File: config.mk
export PLATFORM = sky130hd
export DESIGN_NAME = spc_autobaud
export DESIGN_NICKNAME = d
export VERILOG_FILES = /design/src/rtl/spc_ab_pkg.sv /design/src/rtl/spc_ab_sync.sv /design/src/rtl/spc_ab_runlen.sv /design/src/rtl/spc_ab_match.sv /design/src/rtl/spc_autobaud.sv
export SDC_FILE = /design/constraint.sdc
export NUM_CORES = 1
export LEC_CHECK = 0
export BUFFER_PORTS_ARGS = -buffer_cell sky130_fd_sc_hd__buf_2
export CELL_PAD_IN_SITES_DETAIL_PLACEMENT = 0
export CELL_PAD_IN_SITES_GLOBAL_PLACEMENT = 1
export CORE_MARGIN = 4
export CORE_UTILIZATION = 40
export CTS_CLUSTER_DIAMETER = 150
export DETAILED_ROUTE_END_ITERATION = 10
export GPL_ROUTABILITY_DRIVEN = 0
export MAX_ROUTING_LAYER = met4
export PLACE_DENSITY = 0.82
export SYNTH_ARGS = -nofsm -noshare
export SYNTH_HDL_FRONTEND = slang
export SYNTH_SLANG_ARGS = --single-unit
File: constraint.sdc
create_clock -name clk -period 5.3 [get_ports clk]
set_input_delay 1.06 -clock clk [delete_from_list [all_inputs] [get_ports clk]]
set_output_delay 1.06 -clock clk [all_outputs]
set_load 0.05 [all_outputs]
File: src/rtl/spc_ab_pkg.sv
package spc_ab_pkg;
   localparam logic [7:0] SPACE_CODE = 8'h20;
   localparam int MID_SCALE = 6;   // one-bit high run scaled to six bits
   localparam int NEW_SCALE = 3;   // two-bit low run scaled to six bits
   localparam int WIN_SHIFT = 4;   // window half-width = long run / 16
   localparam int SUM_SHIFT = 3;   // eight bit-times in the two low runs
endpackage

File: src/rtl/spc_ab_sync.sv
module spc_ab_sync #(
   parameter int STAGES = 2
) (
   input  logic clk,
   input  logic rst_n,
   input  logic d,
   output logic q
);
   if (STAGES < 2) begin : g_bad_stages
      $error("spc_ab_sync: STAGES must be at least 2");
   end

   logic [STAGES-1:0] sh;

   for (genvar i = 0; i < STAGES; i++) begin : g_stage
      if (i == 0) begin : g_first
         always_ff @(posedge clk or negedge rst_n) begin
            if (!rst_n) sh[0] <= 1'b1;
            else        sh[0] <= d;
         end
      end else begin : g_next
         always_ff @(posedge clk or negedge rst_n) begin
            if (!rst_n) sh[i] <= 1'b1;
            else        sh[i] <= sh[i-1];
         end
      end
   end

   assign q = sh[STAGES-1];
endmodule

File: src/rtl/spc_ab_runlen.sv
module spc_ab_runlen #(
   parameter int CNT_W = 16
) (
   input  logic             clk,
   input  logic             rst_n,
   input  logic             rx,
   output logic             run_done,
   output logic [CNT_W-1:0] run_len,
   output logic             run_lvl
);
   if (CNT_W < 4) begin : g_bad_width
      $error("spc_ab_runlen: CNT_W must be at least 4");
   end

   localparam logic [CNT_W-1:0] CNT_MAX = {CNT_W{1'b1}};

   logic             lvl_q;
   logic [CNT_W-1:0] cnt_q;

   assign run_done = (rx != lvl_q);
   assign run_len  = cnt_q;
   assign run_lvl  = lvl_q;

   always_ff @(posedge clk or negedge rst_n) begin
      if (!rst_n) begin
         lvl_q <= 1'b1;
         cnt_q <= '0;
      end else if (run_done) begin
         lvl_q <= rx;
         cnt_q <= CNT_W'(1);
      end else if (cnt_q != CNT_MAX) begin
         cnt_q <= cnt_q + CNT_W'(1);
      end
   end

   AST_CNT_SATURATES: assert property (@(posedge clk) disable iff (!rst_n)
      (!run_done && cnt_q == CNT_MAX) |=> (cnt_q == CNT_MAX));
endmodule

File: src/rtl/spc_ab_match.sv
module spc_ab_match
   import spc_ab_pkg::*;
#(
   parameter int CNT_W  = 16,
   parameter int FRAC_W = 16,
   localparam int PER_W = CNT_W + FRAC_W - SUM_SHIFT + 1
) (
   input  logic             clk,
   input  logic             rst_n,
   input  logic             run_done,
   input  logic [CNT_W-1:0] run_len,
   input  logic             run_lvl,
   output logic             det,
   output logic [PER_W-1:0] period
);
   if (FRAC_W < SUM_SHIFT) begin : g_bad_frac
      $error("spc_ab_match: FRAC_W must be at least 3");
   end

   localparam int XW = CNT_W + 3;

   // history: oldest and middle run held here, newest arrives on run_len
   logic [CNT_W-1:0] h_old, h_mid;
   logic [XW-1:0]    old_x, half, win_lo, win_hi, mid_sc, new_sc;
   logic             mid_ok, new_ok, hit;
   logic [CNT_W:0]   low_sum;
   logic [PER_W-1:0] per_next;
   logic             det_q;
   logic [PER_W-1:0] per_q;

   always_comb begin
      old_x  = XW'(h_old);
      half   = old_x >> WIN_SHIFT;
      win_lo = old_x - half;
      win_hi = old_x + half;
      mid_sc = XW'(h_mid) * XW'(MID_SCALE);
      new_sc = XW'(run_len) * XW'(NEW_SCALE);
      mid_ok = (mid_sc >= win_lo) && (mid_sc <= win_hi);
      new_ok = (new_sc >= win_lo) && (new_sc <= win_hi);
      hit    = run_done && !run_lvl && mid_ok && new_ok;
      low_sum = {1'b0, h_old} + {1'b0, run_len};
   end

   if (FRAC_W > SUM_SHIFT) begin : g_frac_pad
      assign per_next = {low_sum, {(FRAC_W-SUM_SHIFT){1'b0}}};
   end else begin : g_frac_none
      assign per_next = low_sum;
   end

   always_ff @(posedge clk or negedge rst_n) begin
      if (!rst_n) begin
         h_old <= '0;
         h_mid <= '0;
         det_q <= 1'b0;
         per_q <= '0;
      end else begin
         if (run_done) begin
            h_old <= h_mid;
            h_mid <= run_len;
         end
         det_q <= hit;
         if (hit) per_q <= per_next;
      end
   end

   assign det    = det_q;
   assign period = per_q;

   AST_HIGH_RUN_NO_DET: assert property (@(posedge clk) disable iff (!rst_n)
      (run_done && run_lvl) |=> !det_q);
   AST_DET_ONE_CYCLE: assert property (@(posedge clk) disable iff (!rst_n)
      det_q |=> !det_q);
endmodule

File: src/rtl/spc_autobaud.sv
module spc_autobaud
   import spc_ab_pkg::*;
#(
   parameter int CNT_W       = 16,
   parameter int FRAC_W      = 16,
   parameter int SYNC_STAGES = 2
) (
   input  logic                        clk,
   input  logic                        rst_n,
   input  logic                        rx_async,
   output logic [CNT_W+FRAC_W-3:0]     bit_period_o,
   output logic                        detect_o,
   output logic                        rx_restart_o,
   output logic                        inject_valid_o,
   output logic [7:0]                  inject_data_o
);
   localparam int PER_W = CNT_W + FRAC_W - SUM_SHIFT + 1;

   logic             rx_s;
   logic             run_done, run_lvl;
   logic [CNT_W-1:0] run_len;
   logic             det;
   logic [PER_W-1:0] period;
   logic             inj_q;

   spc_ab_sync #(.STAGES(SYNC_STAGES)) u_sync (
      .clk(clk), .rst_n(rst_n), .d(rx_async), .q(rx_s)
   );

   spc_ab_runlen #(.CNT_W(CNT_W)) u_runlen (
      .clk(clk), .rst_n(rst_n), .rx(rx_s),
      .run_done(run_done), .run_len(run_len), .run_lvl(run_lvl)
   );

   spc_ab_match #(.CNT_W(CNT_W), .FRAC_W(FRAC_W)) u_match (
      .clk(clk), .rst_n(rst_n), .run_done(run_done), .run_len(run_len),
      .run_lvl(run_lvl), .det(det), .period(period)
   );

   always_ff @(posedge clk or negedge rst_n) begin
      if (!rst_n) inj_q <= 1'b0;
      else        inj_q <= det;
   end

   assign bit_period_o   = period;
   assign detect_o       = det;
   assign rx_restart_o   = det;
   assign inject_valid_o = inj_q;
   assign inject_data_o  = inj_q ? SPACE_CODE : 8'h00;

   AST_INJECT_AFTER_RESTART: assert property (@(posedge clk) disable iff (!rst_n)
      inject_valid_o |-> $past(rx_restart_o));
   AST_PERIOD_HOLDS: assert property (@(posedge clk) disable iff (!rst_n)
      !detect_o |-> $stable(bit_period_o));
endmodule

### Word level (Yosys, flattened, before mapping)

Cells that the tools add are included.

* add/sub/neg operators: 4
* multipliers: 2
* div/mod/pow operators: 0
* $lt $le $gt $ge: 4
* equal/unequal tests: 2
* shift operators: 0
* muxes and demuxes: 3
* bitwise logic cells: 0
* reduce and logical (&&, ||, !) cells: 7

Operators by type and width (number)
* 16-bit by 2-bit multiplier with 18-bit output (second input constant): 2
* 16-bit two-way mux: 2
* 18-bit by 19-bit >= comparator with 1-bit output: 1
* 19-bit >= comparator: 1
* 18-bit by 19-bit <= comparator with 1-bit output: 1
* 19-bit <= comparator: 1
* 16-bit by 12-bit adder with 17-bit output: 1
* 16-bit by 16-bit adder with 17-bit output: 1
* 16-bit by 12-bit subtractor with 17-bit output: 1
* 16-bit by 1-bit adder with 16-bit output (second input constant): 1
* 16-bit inequality test (second input constant): 1
* 6-bit two-way mux: 1
* 1-bit logical AND: 5
* 2-bit nonzero test: 1
* 1-bit logical NOT: 1
* 1-bit inequality test: 1

* flip-flop bits (word level): 70
* bits in latches: 0
* memory bits (writable): 0
* ROM bits: 0
* input bits: 3
* output and inout bits: 41
* word-level logic and storage cells: 31
* memories: 0

### Logic depth before layout (Yosys ltp)

* depth in word-level cells: 5
* gate-level depth with buffers: 24
* gate-level depth less buffers: 23

### By module

Synthesis repeated with hierarchy kept, for this count alone.

* cell total of the unflattened synthesis: 880
* area, all modules: 7971.4 um^2

By module, submodules not included
* spc_ab_match: times used 1, cells each 773, area an instance 6929.1 um^2, seq. area each 1251.2 um^2
* spc_ab_runlen: times used 1, cells each 94, area an instance 893.4 um^2, seq. area each 426.7 um^2
* spc_autobaud: times used 1, cells each 11, area an instance 96.3 um^2, seq. area each 25.0 um^2
* spc_ab_sync: times used 1, cells each 2, area an instance 52.6 um^2, seq. area each 52.6 um^2

### Least setup slack after synthesis

No wires, ideal clock.

* path kind: flip-flop to flip-flop
* start point: register u_match.h_old[12]
* end point: register u_match.per_q[21], in the netlist u_match.period[21]
* library setup time: 0.127 ns
* data arrival time: 4.735 ns
* required time: 5.173 ns
* slack: 0.437 ns
* stages on the path, launching flop included: 23
* path buffers: 3
* period minus slack after synthesis: 4.863 ns
* cells stage by stage: dfrtp_1 -> clkbuf_1 -> inv_1 -> ha_1 -> buf_2 -> inv_1 -> nor2_1 -> o2111ai_1 -> a21oi_1 -> o21ai_0 -> a21oi_1 -> nor3_1 -> xnor2_1 -> ha_1 -> nand4_1 -> nor2_1 -> or4b_1 -> a21oi_1 -> a2111oi_0 -> o211ai_1 -> a2111oi_4 -> buf_6 -> mux2_1

* longest elaborated chain between the ends: 5
* elaborated cells between the ends (all ways): 10
* those cells by class: add/sub (2); order compare (4); reduce/logical (4)

Ends and longest elaborated chain
* start: declaration: line spc_ab_match.sv:23 `logic [CNT_W-1:0] h_old, h_mid;`
* start signal: assignment: line spc_ab_match.sv:58 `h_old <= h_mid;`
* 16-bit by 12-bit subtractor with 17-bit output or 16-bit by 12-bit adder with 17-bit output (tied branches): line spc_ab_match.sv:34, spc_ab_match.sv:35
* 19-bit >= comparator or 19-bit <= comparator (tied branches): line spc_ab_match.sv:38 `mid_ok = (mid_sc >= win_lo) && (mid_sc <= win_hi);`
* 1-bit logical AND: line spc_ab_match.sv:38
* 1-bit logical AND: line spc_ab_match.sv:40 `hit = run_done && !run_lvl && mid_ok && new_ok;`
* 1-bit logical AND *: line spc_ab_match.sv:40
* net u_match.hit: line spc_ab_match.sv:25 `logic mid_ok, new_ok, hit;`
* end signal: assignment: line spc_ab_match.sv:62 `if (hit) per_q <= per_next;`
* end: declaration: line spc_ab_match.sv:29 `logic [PER_W-1:0] per_q;`

The timed path passes the listed nets; every way through them passes the cells marked *.
A chain may end at the register's enable or synchronous reset.

### Final worst setup path

* start point: register u_match.h_old[0]
* end point: register u_match.per_q[13], in the netlist u_match.period[13]

* longest elaborated chain between the ends: 5
* elaborated cells between the ends (all ways): 11
* those cells by class: add/sub (3); order compare (4); reduce/logical (4)

Ends and longest elaborated chain (line)
* 16-bit by 12-bit subtractor with 17-bit output or 16-bit by 12-bit adder with 17-bit output (tied branches): spc_ab_match.sv:34, spc_ab_match.sv:35
* 19-bit >= comparator or 19-bit <= comparator (tied branches): spc_ab_match.sv:38
* 1-bit logical AND: spc_ab_match.sv:38
* 1-bit logical AND (2 in a row): spc_ab_match.sv:40

Several ways; a longest one is shown, not always the timed one.

==> reports/summary.txt <==
Sw frac -> 42.9%
Fin util -> 44.9%
P_leak -> 4.28 nW
First-pass GRT wire length -> 32,100 um
CTS-repair resized insts -> 0
TritonCTS Sinks -> 70
Post-Place Worst Slack -> 154 ps
Internal power -> 1.77 mW
Largest fanout on the critical path -> 18
Synth warnings -> 0
EDFF count, synth -> 0
DRT Pass-1 Iters -> 5
Primary FF master, synth -> dfrtp_1
Hold Buf Count CTS -> 0
Syn-to-layout area delta -> 9.22%
CTS Buf Count -> 9
Vias in the first global route -> 6,225
Yosys top cell by area -> dfrtp_1
Rel. slew slack -> 33.2%
Worst setup margin -> 373 ps
CTS tree -> yes
R2r setup slk -> 370 ps
Final Cycle Share -> 93.0%
Design area -> 8480 um^2
Final #Nets -> 1,038
Status -> completed
Count of final max-slew check failures -> 0
Startpoint types -> flop
Clock buffer depth -> 2
DRC -> 0
Total power -> 3.10 mW
Post-synthesis cell type count -> 70
Max cap viols -> 0
Hold Crit Class -> flop to flop
Skew final -> 8.35 ps
Worst-Skew Late Latency -> 330 ps
FFs w/ async S/R, synth -> 100%
Die height -> 147 um
End point of the critical path -> u_match.period[13]
PortBufs -> 23
GRT Overall Usage -> 18.8%
N_diodes -> 0
Initial antenna violation count -> 0
Gate Count Post-Synth -> 868
Sequential fraction of the synthesis area -> 22.6%
FF-to-FF End -> u_match.period[13]
Vias/cell -> 5.47
Synth Area per Inst -> 8.94 um^2
Cell Count, Final, Fillers Out -> 1,161
Clk network pwr share -> 19.5%
Max VDD drop -> 199 uV
Die area -> 21,700 um^2
P_sw -> 1.33 mW
CTS H-tree lvls -> 3
Grt ovf -> 0
Die Wd -> 147 um
Area of placed instances -> 8150 um^2
Ports -> 44
Row count -> 50
Final setup vio count -> 0
Top-area cell type share of the netlist area -> 21.6%
Register-to-Register Path Depth -> 20
Syn Std Cell Area -> 7760 um^2
Antenna viol nets, final -> 0
Flop and latch count out of synthesis -> 70
Crit Path Class -> flop to flop
Crit path launch -> u_match.h_old[0]
Detailed-placement wirelength estimate -> 15,600 um
Fin crit period -> 4930 ps
Routed length per instance -> 16.7 um
Combinational group share of total power -> 59.9%
Required time of the critical path -> 5510 ps
Share of layout cells above drive strength 1 -> 13.0%
FILL cells -> 1,852
Worst-margin pin slew -> 1000 ps
Crit. End Element -> flop
Worst Path Arrival -> 5140 ps
PD cells -> 366 nW/um^2
Largest net degree at the start of global routing -> 71
Root buffer cell -> clkbuf_16
Core area -> 18,900 um^2
Reg-to-Reg Start -> u_match.h_old[0]
Initial Util -> 41.1%
Via count -> 6,356
Largest cells by area after synthesis -> dfrtp_1, ha_1, xnor2_1
Max Clk Rate -> 203 MHz
Final hold violation count -> 0
1st-iter DRT viols -> 419
Final WL -> 19,400 um
Clock slew at reported path FFs -> 60 ps
Post-placement cell count -> 1,145
Setup bufs post-CTS -> 0
Reg power frac -> 20.6%
## stage by stage
step	setup TNS (ps)	hold slack [ps]
final	0	347
after global routing	-0.678	359
after CTS	0	349
after detailed placement	0	347
after global placement	0	346
after floorplan	0	345
## layer usage
layer	GRT usage (%)	part of all wire (%)	up-vias
met5	-	0	-
met4	6.06	2.8	0
met3	1.54	2.9	27
met2	29.2	45	109
met1	26.0	49	3050
li1	-	-	3170
## cell type report
cell class	count	area, um^2	area share [%]
Multi-Input combinational cell	726	5660	66.8
Sequential cell	70	1760	20.7
Tap cell	260	325	3.84
Clock buffer	10	239	2.82
Timing Repair Buffer	37	235	2.78
Inverter	52	195	2.30
Clock inverter	6	61.3	0.723
## power by group through the flow
| stage | Combinational (mW) | Clock (mW) | Sequential, mW |
|---|---|---|---|
| 6_report | 1.86 | 0.605 | 0.639 |
| 3_3_place_gp | 1.83 | 0 | 0.646 |
| 2_1_floorplan | 1.36 | 0 | 0.638 |
| 3_5_place_dp | 1.84 | 0 | 0.649 |
| 5_1_grt | 2.08 | 0.647 | 0.648 |
| 4_1_cts | 1.85 | 0.620 | 0.639 |
## worst min path at each step
| stage | startpoint | end | slack (ps) | cells past startpoint |
|---|---|---|---|---|
| 2_1_floorplan | u_sync.sh[0] | u_sync.q | 350 | 0 |
| 3_3_place_gp | u_sync.sh[0] | u_sync.q | 350 | 0 |
| 3_5_place_dp | u_sync.sh[0] | u_sync.q | 350 | 0 |
| 4_1_cts | u_sync.sh[0] | u_sync.q | 350 | 0 |
| 5_1_grt | u_sync.sh[0] | u_sync.q | 360 | 0 |
| 6_report | u_sync.sh[0] | u_sync.q | 350 | 0 |
## cell usage in the layout, fill, tap and decap left out, types with 6 or more instances in the layout
master,instances
a211oi_1,8
a21o_1,24
a21oi_1,57
a31oi_1,6
and2_1,16
and3_1,6
buf_2,22
buf_4,14
clkbuf_16,9
conb_1,20
dfrtp_1,65
ha_1,131
inv_1,51
mux2_1,7
mux2_2,36
nand2_1,45
nand2b_1,8
nand3_1,19
nand4_1,12
nor2_1,66
nor2b_1,11
nor3_1,15
o211ai_1,8
o21a_1,11
o21ai_0,45
o21bai_1,7
or3_1,6
xnor2_1,62
xor2_1,16
## cells in the mapped netlist, types with 12 or more instances
cell type	n
xnor2_1	62
ha_1	134
a21o_1	24
o21ai_0	46
nor2_1	66
inv_1	51
nand2_1	45
nand4_1	12
xor2_1	16
nor3_1	15
nand3_1	19
mux2_2	36
dfrtp_1	67
buf_4	22
and2_1	16
a21oi_1	57
## state kept, by name (all words and copies together) (netlist names)
name / flops
u_match.h_mid: 16
u_runlen.run_lvl: 1
u_match.det: 1
u_sync.sh: 1
u_match.period: 17
u_runlen.run_len: 16
u_sync.q: 1
inject_valid_o: 1
u_match.h_old: 16
## kinds of logic after synthesis
| family | count (synthesis) | synth area share [%] |
|---|---|---|
| muxes | 45 | 6.50 |
| and+or+nand+nor | 220 | 13.8 |
| adders and majority gates | 142 | 23.3 |
| buffers and inverters | 91 | 5.63 |
| other | 1 | 0.0483 |
| AOI/OAI and AO/OA | 220 | 19.1 |
| xor gates and xnor gates | 79 | 9.01 |
| DFF | 70 | 22.6 |
## worst max-delay path: stages (launching register included)
cell and delay [ps]:
dfrtp_1 400, ha_1 210, inv_1 60, fa_1 410, nor2_1 160, o311a_1 220
o21ai_0 120, nor2_1 110, nor2_1 60, xnor2_1 280, ha_1 300, and3_1 180
a221oi_1 300, nand2_1 100, maj3_2 310, a21o_1 180, a211oi_1 290, o211ai_1 160
a2111oi_4 360, buf_12 210, mux2_2 350
Note: power is estimated with default switching activity, not from simulation.
